<file path="src/rtl/sbs_pkg.sv">
package sbs_pkg;

    localparam int IN_W      = 12;
    localparam int OUT_W     = 4;
    localparam int SHIFT_MAX = IN_W - OUT_W;
    localparam int SHIFT_W   = $clog2(SHIFT_MAX + 1);
    localparam int DATA_W    = 32;
    localparam int ADDR_W    = 4;
    localparam int MAG_W     = 2 * IN_W;
    localparam int OUT_HI    = (1 << (OUT_W - 1)) - 1;
    localparam int OUT_LO    = -(1 << (OUT_W - 1));

    typedef struct packed {
        logic signed [IN_W-1:0] re;
        logic signed [IN_W-1:0] im;
    } wide_iq_t;

    typedef struct packed {
        logic signed [OUT_W-1:0] re;
        logic signed [OUT_W-1:0] im;
    } narrow_iq_t;

    typedef enum logic [ADDR_W-1:0] {
        WORD_SHIFT = ADDR_W'(0),
        WORD_POWER = ADDR_W'(1)
    } reg_word_e;

    // Arithmetic shift followed by clamping into the narrow signed range.
    function automatic logic signed [OUT_W-1:0] window_sat(
        input logic signed [IN_W-1:0] x,
        input logic [SHIFT_W-1:0]     sh
    );
        logic signed [IN_W-1:0] t;
        t = x >>> sh;
        if (t > IN_W'(OUT_HI))
            return OUT_W'(OUT_HI);
        else if (t < IN_W'(OUT_LO))
            return OUT_W'(OUT_LO);
        else
            return t[OUT_W-1:0];
    endfunction

    // I*I + Q*Q; the largest value is exactly 2**(MAG_W-1).
    function automatic logic [MAG_W-1:0] sq_mag(input wide_iq_t s);
        logic signed [MAG_W-1:0] er;
        logic signed [MAG_W-1:0] ei;
        logic signed [MAG_W-1:0] pr;
        logic signed [MAG_W-1:0] pi;
        er = {{IN_W{s.re[IN_W-1]}}, s.re};
        ei = {{IN_W{s.im[IN_W-1]}}, s.im};
        pr = er * er;
        pi = ei * ei;
        return $unsigned(pr) + $unsigned(pi);
    endfunction

endpackage

</file>
<file path="src/rtl/sbs_cfg_regs.sv">
module sbs_cfg_regs
    import sbs_pkg::*;
(
    input  logic                 clk,
    input  logic                 rst,
    input  logic                 wr_en,
    input  logic [ADDR_W-1:0]    addr,
    input  logic [DATA_W-1:0]    wr_data,
    input  logic [MAG_W-1:0]     power_in,
    output logic [SHIFT_W-1:0]   shift_cfg,
    output logic [DATA_W-1:0]    rd_data
);

    logic [SHIFT_W-1:0] shift_q;

    always_ff @(posedge clk) begin
        if (rst) begin
            shift_q <= SHIFT_W'(SHIFT_MAX);
        end else if (wr_en && addr == WORD_SHIFT) begin
            if (wr_data > DATA_W'(SHIFT_MAX))
                shift_q <= SHIFT_W'(SHIFT_MAX);
            else
                shift_q <= wr_data[SHIFT_W-1:0];
        end
    end

    assign shift_cfg = shift_q;

    // The power word has no write path: writes addressed to it fall through.
    always_comb begin
        case (addr)
            WORD_SHIFT: rd_data = DATA_W'(shift_q);
            WORD_POWER: rd_data = DATA_W'(power_in);
            default:    rd_data = '0;
        endcase
    end

endmodule

</file>
<file path="src/rtl/sbs_window.sv">
module sbs_window
    import sbs_pkg::*;
(
    input  logic                clk,
    input  logic                rst,
    input  logic                in_valid,
    input  wide_iq_t            in_s,
    input  logic [SHIFT_W-1:0]  shift_cfg,
    output logic                out_valid,
    output narrow_iq_t          out_s
);

    // Stage 1: the sample and the shift it will use are captured together.
    logic               v1_q;
    wide_iq_t           s1_q;
    logic [SHIFT_W-1:0] sh1_q;

    always_ff @(posedge clk) begin
        if (rst) begin
            v1_q  <= 1'b0;
            s1_q  <= '0;
            sh1_q <= SHIFT_W'(SHIFT_MAX);
        end else begin
            v1_q <= in_valid;
            if (in_valid) begin
                s1_q  <= in_s;
                sh1_q <= shift_cfg;
            end
        end
    end

    // Stage 2: slice and clamp.
    logic       v2_q;
    narrow_iq_t s2_q;

    always_ff @(posedge clk) begin
        if (rst) begin
            v2_q <= 1'b0;
            s2_q <= '0;
        end else begin
            v2_q <= v1_q;
            if (v1_q) begin
                s2_q.re <= window_sat(s1_q.re, sh1_q);
                s2_q.im <= window_sat(s1_q.im, sh1_q);
            end
        end
    end

    assign out_valid = v2_q;
    assign out_s     = s2_q;

endmodule

</file>
<file path="src/rtl/sbs_power_est.sv">
module sbs_power_est
    import sbs_pkg::*;
#(
    parameter int AVG_LOG2 = 4
) (
    input  logic              clk,
    input  logic              rst,
    input  logic              in_valid,
    input  wide_iq_t          in_s,
    output logic [MAG_W-1:0]  power,
    output logic              blk_done
);

    localparam int ACC_W = MAG_W + AVG_LOG2;
    localparam int CNT_W = (AVG_LOG2 < 1) ? 1 : AVG_LOG2;
    localparam logic [CNT_W-1:0] CNT_LAST = CNT_W'((1 << AVG_LOG2) - 1);

    logic [ACC_W-1:0] acc_q;
    logic [CNT_W-1:0] cnt_q;
    logic [MAG_W-1:0] power_q;
    logic [MAG_W-1:0] mag;
    logic [ACC_W-1:0] sum;
    logic [ACC_W-1:0] avg_full;

    assign mag      = sq_mag(in_s);
    assign sum      = acc_q + ACC_W'(mag);
    assign avg_full = sum >> AVG_LOG2;
    assign blk_done = in_valid && (cnt_q == CNT_LAST);

    always_ff @(posedge clk) begin
        if (rst) begin
            acc_q   <= '0;
            cnt_q   <= '0;
            power_q <= '0;
        end else if (in_valid) begin
            if (blk_done) begin
                acc_q   <= '0;
                cnt_q   <= '0;
                power_q <= avg_full[MAG_W-1:0];
            end else begin
                acc_q <= sum;
                cnt_q <= cnt_q + 1'b1;
            end
        end
    end

    assign power = power_q;

endmodule

</file>
<file path="src/rtl/bit_window_selector.sv">
module bit_window_selector
    import sbs_pkg::*;
#(
    parameter int AVG_LOG2 = 4
) (
    input  logic                  clk,
    input  logic                  rst,
    input  logic                  in_valid,
    input  logic [IN_W-1:0]       in_i,
    input  logic [IN_W-1:0]       in_q,
    output logic                  out_valid,
    output logic [OUT_W-1:0]      out_i,
    output logic [OUT_W-1:0]      out_q,
    input  logic                  reg_wr_en,
    input  logic [ADDR_W-1:0]     reg_addr,
    input  logic [DATA_W-1:0]     reg_wr_data,
    output logic [DATA_W-1:0]     reg_rd_data
);

    wide_iq_t           in_s;
    narrow_iq_t         out_s;
    logic [SHIFT_W-1:0] shift_cfg;
    logic [MAG_W-1:0]   power_w;
    logic               blk_done;

    assign in_s.re = in_i;
    assign in_s.im = in_q;

    sbs_cfg_regs u_regs (
        .clk      (clk),
        .rst      (rst),
        .wr_en    (reg_wr_en),
        .addr     (reg_addr),
        .wr_data  (reg_wr_data),
        .power_in (power_w),
        .shift_cfg(shift_cfg),
        .rd_data  (reg_rd_data)
    );

    sbs_window u_window (
        .clk      (clk),
        .rst      (rst),
        .in_valid (in_valid),
        .in_s     (in_s),
        .shift_cfg(shift_cfg),
        .out_valid(out_valid),
        .out_s    (out_s)
    );

    sbs_power_est #(.AVG_LOG2(AVG_LOG2)) u_power (
        .clk     (clk),
        .rst     (rst),
        .in_valid(in_valid),
        .in_s    (in_s),
        .power   (power_w),
        .blk_done(blk_done)
    );

    assign out_i = out_s.re;
    assign out_q = out_s.im;

endmodule

</file>
<file path="config.mk">
export PLATFORM = sky130hd
export DESIGN_NAME = bit_window_selector
export DESIGN_NICKNAME = d
export VERILOG_FILES = /design/src/rtl/sbs_pkg.sv /design/src/rtl/sbs_cfg_regs.sv /design/src/rtl/sbs_window.sv /design/src/rtl/sbs_power_est.sv /design/src/rtl/bit_window_selector.sv
export SDC_FILE = /design/constraint.sdc
export NUM_CORES = 1
export LEC_CHECK = 0
export ABC_AREA = 1
export BUFFER_PORTS_ARGS = -buffer_cell sky130_fd_sc_hd__buf_2
export CELL_PAD_IN_SITES_DETAIL_PLACEMENT = 0
export CELL_PAD_IN_SITES_GLOBAL_PLACEMENT = 1
export CORE_MARGIN = 2
export CORE_UTILIZATION = 47
export CTS_CLUSTER_DIAMETER = 40
export DETAILED_ROUTE_END_ITERATION = 10
export HOLD_SLACK_MARGIN = 0.03
export PLACE_DENSITY = 0.87
export SLEW_MARGIN = 20
export SYNTH_ARGS = -nofsm -noshare
export SYNTH_HDL_FRONTEND = slang
export SYNTH_SLANG_ARGS = --single-unit
</file>
<file path="constraint.sdc">
create_clock -name clk -period 9.2 [get_ports clk]
set_input_delay 0.92 -clock clk [delete_from_list [all_inputs] [get_ports clk]]
set_output_delay 0.92 -clock clk [all_outputs]
set_load 0.01 [all_outputs]
</file>
==> flow_summary.toml <==
[outcome]
outcome = "finished clean"

[clocking]
cts-htree-levels = 3
cts_buffer_depth = 2
postCtsSetupBuffers = 0
path_clk_slew_ns = 0.07
clk-insertion-delay-late_ns = 0.35
cts_tree = "yes"
hold_buffers = 0
cts_buffers = 9
cts_resized = 0
root_buffer = "clkbuf_16"
cts_sinks = 98

[placement]
placed_area_sq_um = 17200
place.port_buffers = 96
gp_congestion = 0.921
place_ws_ns = 0.396
hpwl_mm = 35.6

[critical_path]
cp.arrival_ns = 8.72
critPathMaxFanout = 16
critPathSlowestCell = "fa_1"
crit_type = "in2reg"
crit_path_end_kind = "register"
cpPeakStageDelay_ns = 0.57
cpMostUsedCell = "fa_1"
cp.required_ns = 9.41
cp-start-kind = "input pin"

[synthesis]
ys_ff_latch = 98
synthFlopType = "dfxtp_1"
synth_area_leaders = "fa_1 35%, inv_1 12%, dfxtp_1 12%, nand2_1 10%, ha_1 8.8%"
yosysTopAreaCellShare_pct = 34.9
yosys_warnings = 0
syn_area_sq_um = 16300
ys_top_cells_by_count = "528 x inv_1, 438 x nand2_1, 284 x fa_1"
async_flop_share_pct = 0
yosysTopAreaCell = "fa_1"
synth_most_common_cell = "inv_1"
synth_cell_type_count = 44
synth-edff-count = 0
syn_inst = 2143
synth_area_per_cell_sq_um = 7.61
yosysSeqAreaShare_pct = 12.0

[worst_hold_path]
hp-class = "reg2reg"

[floorplan]
start_util_pct = 47.5
pin_count = 105
core_area_sq_um = 34400
rows = 68
dieArea_sq_um = 36200
fp.dieH_microns = 190
die_x_microns = 190

[routing]
num_vias = 13407
wl_mm = 42.1
met3_length_mm = 1.80
drt_first_iter_violations = 861
routed.top_layer = "met4"
postRouteAntennaNets = 0
wl_met1_mm = 18.6
drc_errors = 0
wl_per_cell_microns = 15.8
firstDrtPassIters = 5
vias_per_cell = 5.04
dr_wl_met2_mm = 20.7

[sta]
post-route-period-util_pct = 92.4
finClkSkew_ns = 0.00562
clock.fmax_mhz = 118
tns_ns = 0
hold_viol_final = 0
setup_viol = 0
report.final.slew_viol_count = 0
grt_setup_unrepaired = "false"
worst_slack_ns = 0.695
min_period_ns = 8.51
slew_headroom_pct = 25.8
worst_pin_slew_ns = 1.11

[layout]
diodes = 0
syn2layout_area_growth_pct = 6.98
fin_nets = 2662
drive_gt1_share_pct = 6.85
final_area_sq_um = 17500

[global_route]
grt_first_pass_wirelength_mm = 69.8
grt_max_degree = 47
grt_overflow_total = 0
antenna_found_initial = 0
grt_pass1_vias = 13534
grtUsageTotal_pct = 24.4

[flow_run]
cap_viol_max_count = 0
==> critical path: cells and delay by family <==
family,cells,cell delay (ns)
and+or+nand+nor,7,1.11
buffers and inverters,8,1.01
adders and majority gates,9,4.36
xor gates and xnor gates,1,0.18
AOI/OAI and AO/OA,7,1.15
==> worst paths after layout <==
kind	startpoint	endpoint	slack, ns	cells after the start
max	in_i[11]	u_power.power[13]	0.69	32
min reg2reg	u_window.out_s[2]	u_window.out_s[2]	0.46	2
min	u_window.out_s[2]	u_window.out_s[2]	0.46	2
max reg2reg	u_window.sh1_q[1]	u_window.out_s[6]	6.63	10
==> registers in the layout, indices dropped and copies added, names as in the netlist <==
| register | count |
|---|---|
| u_power.acc_q | 28 |
| u_window.out_s | 8 |
| u_window.sh1_q | 4 |
| u_power.power | 24 |
| u_power.cnt_q | 4 |
| u_window.s1_q | 24 |
| u_window.v1_q | 1 |
| u_regs.shift_cfg | 4 |
| u_window.out_valid | 1 |
==> routing by layer <==
layer | GRT usage, % | vias to the layer above
met3 | 2.93 | 48
li1 | - | 6523
met1 | 33.7 | 6543
met5 | 0 | -
met2 | 41.2 | 293
met4 | 5.46 | 0
==> layout by cell type, fill, tap and decap left out, types with 3 or more instances in the layout <==
master | Yosys | final
o21bai_1 | 9 | 9
ha_1 | 115 | 115
nand3_1 | 125 | 125
xnor2_1 | 28 | 28
nand4_1 | 13 | 13
nor3_1 | 10 | 10
nand2_1 | 438 | 438
nor2_1 | 128 | 127
buf_2 | 7 | 96
or2_2 | 12 | 12
o21ai_0 | 80 | 80
a21o_1 | 7 | 7
xor2_1 | 26 | 26
nand2_2 | 3 | 3
inv_1 | 528 | 528
inv_2 | 3 | 3
a21oi_1 | 110 | 110
a21oi_2 | 4 | 4
dfxtp_1 | 98 | 98
clkbuf_16 | 0 | 9
fa_1 | 284 | 284
nand3b_1 | 9 | 9
conb_1 | 1 | 8
o22ai_1 | 5 | 5
a31oi_1 | 5 | 5
o31ai_1 | 3 | 3
buf_4 | 11 | 15
nor4_1 | 8 | 8
==> cell type report <==
| class | count | area, sq um |
|---|---|---|
| clock buffers | 11 | 243 |
| fillers | 3417 | 16900 |
| repair buffers | 112 | 613 |
| inverters | 532 | 2000 |
| clock inverters | 4 | 28.8 |
| flip-flops and latches | 98 | 1960 |
| well taps | 455 | 569 |
| multi-input cells | 1446 | 12000 |
==> through the flow <==
stage               std cells  hold WS [ns]  utilization, %
finish                   2658         0.463            50.8
global route             2658         0.486            50.8
CTS                      2658         0.469            50.8
detailed placement       2643         0.458            50.0
global placement         2643         0.453            50.0
floorplan                2150         0.444               -
==> kinds of logic (layout without fill, tap and decap cells) <==
kind of cell,after synthesis,in the layout,share of synthesized area (%)
flops,98,98,12.0
buf+inv,606,659,14.4
fa+ha+maj,399,399,43.7
xor+xnor,54,54,2.90
other cells,1,8,0.0230
mux,2,2,0.123
compound gates,234,234,7.79
simple gates,749,749,19.1
Power is left out: the tool's default activity adds up to more than one toggle a clock period on the data nets, which glitch-free logic cannot reach.
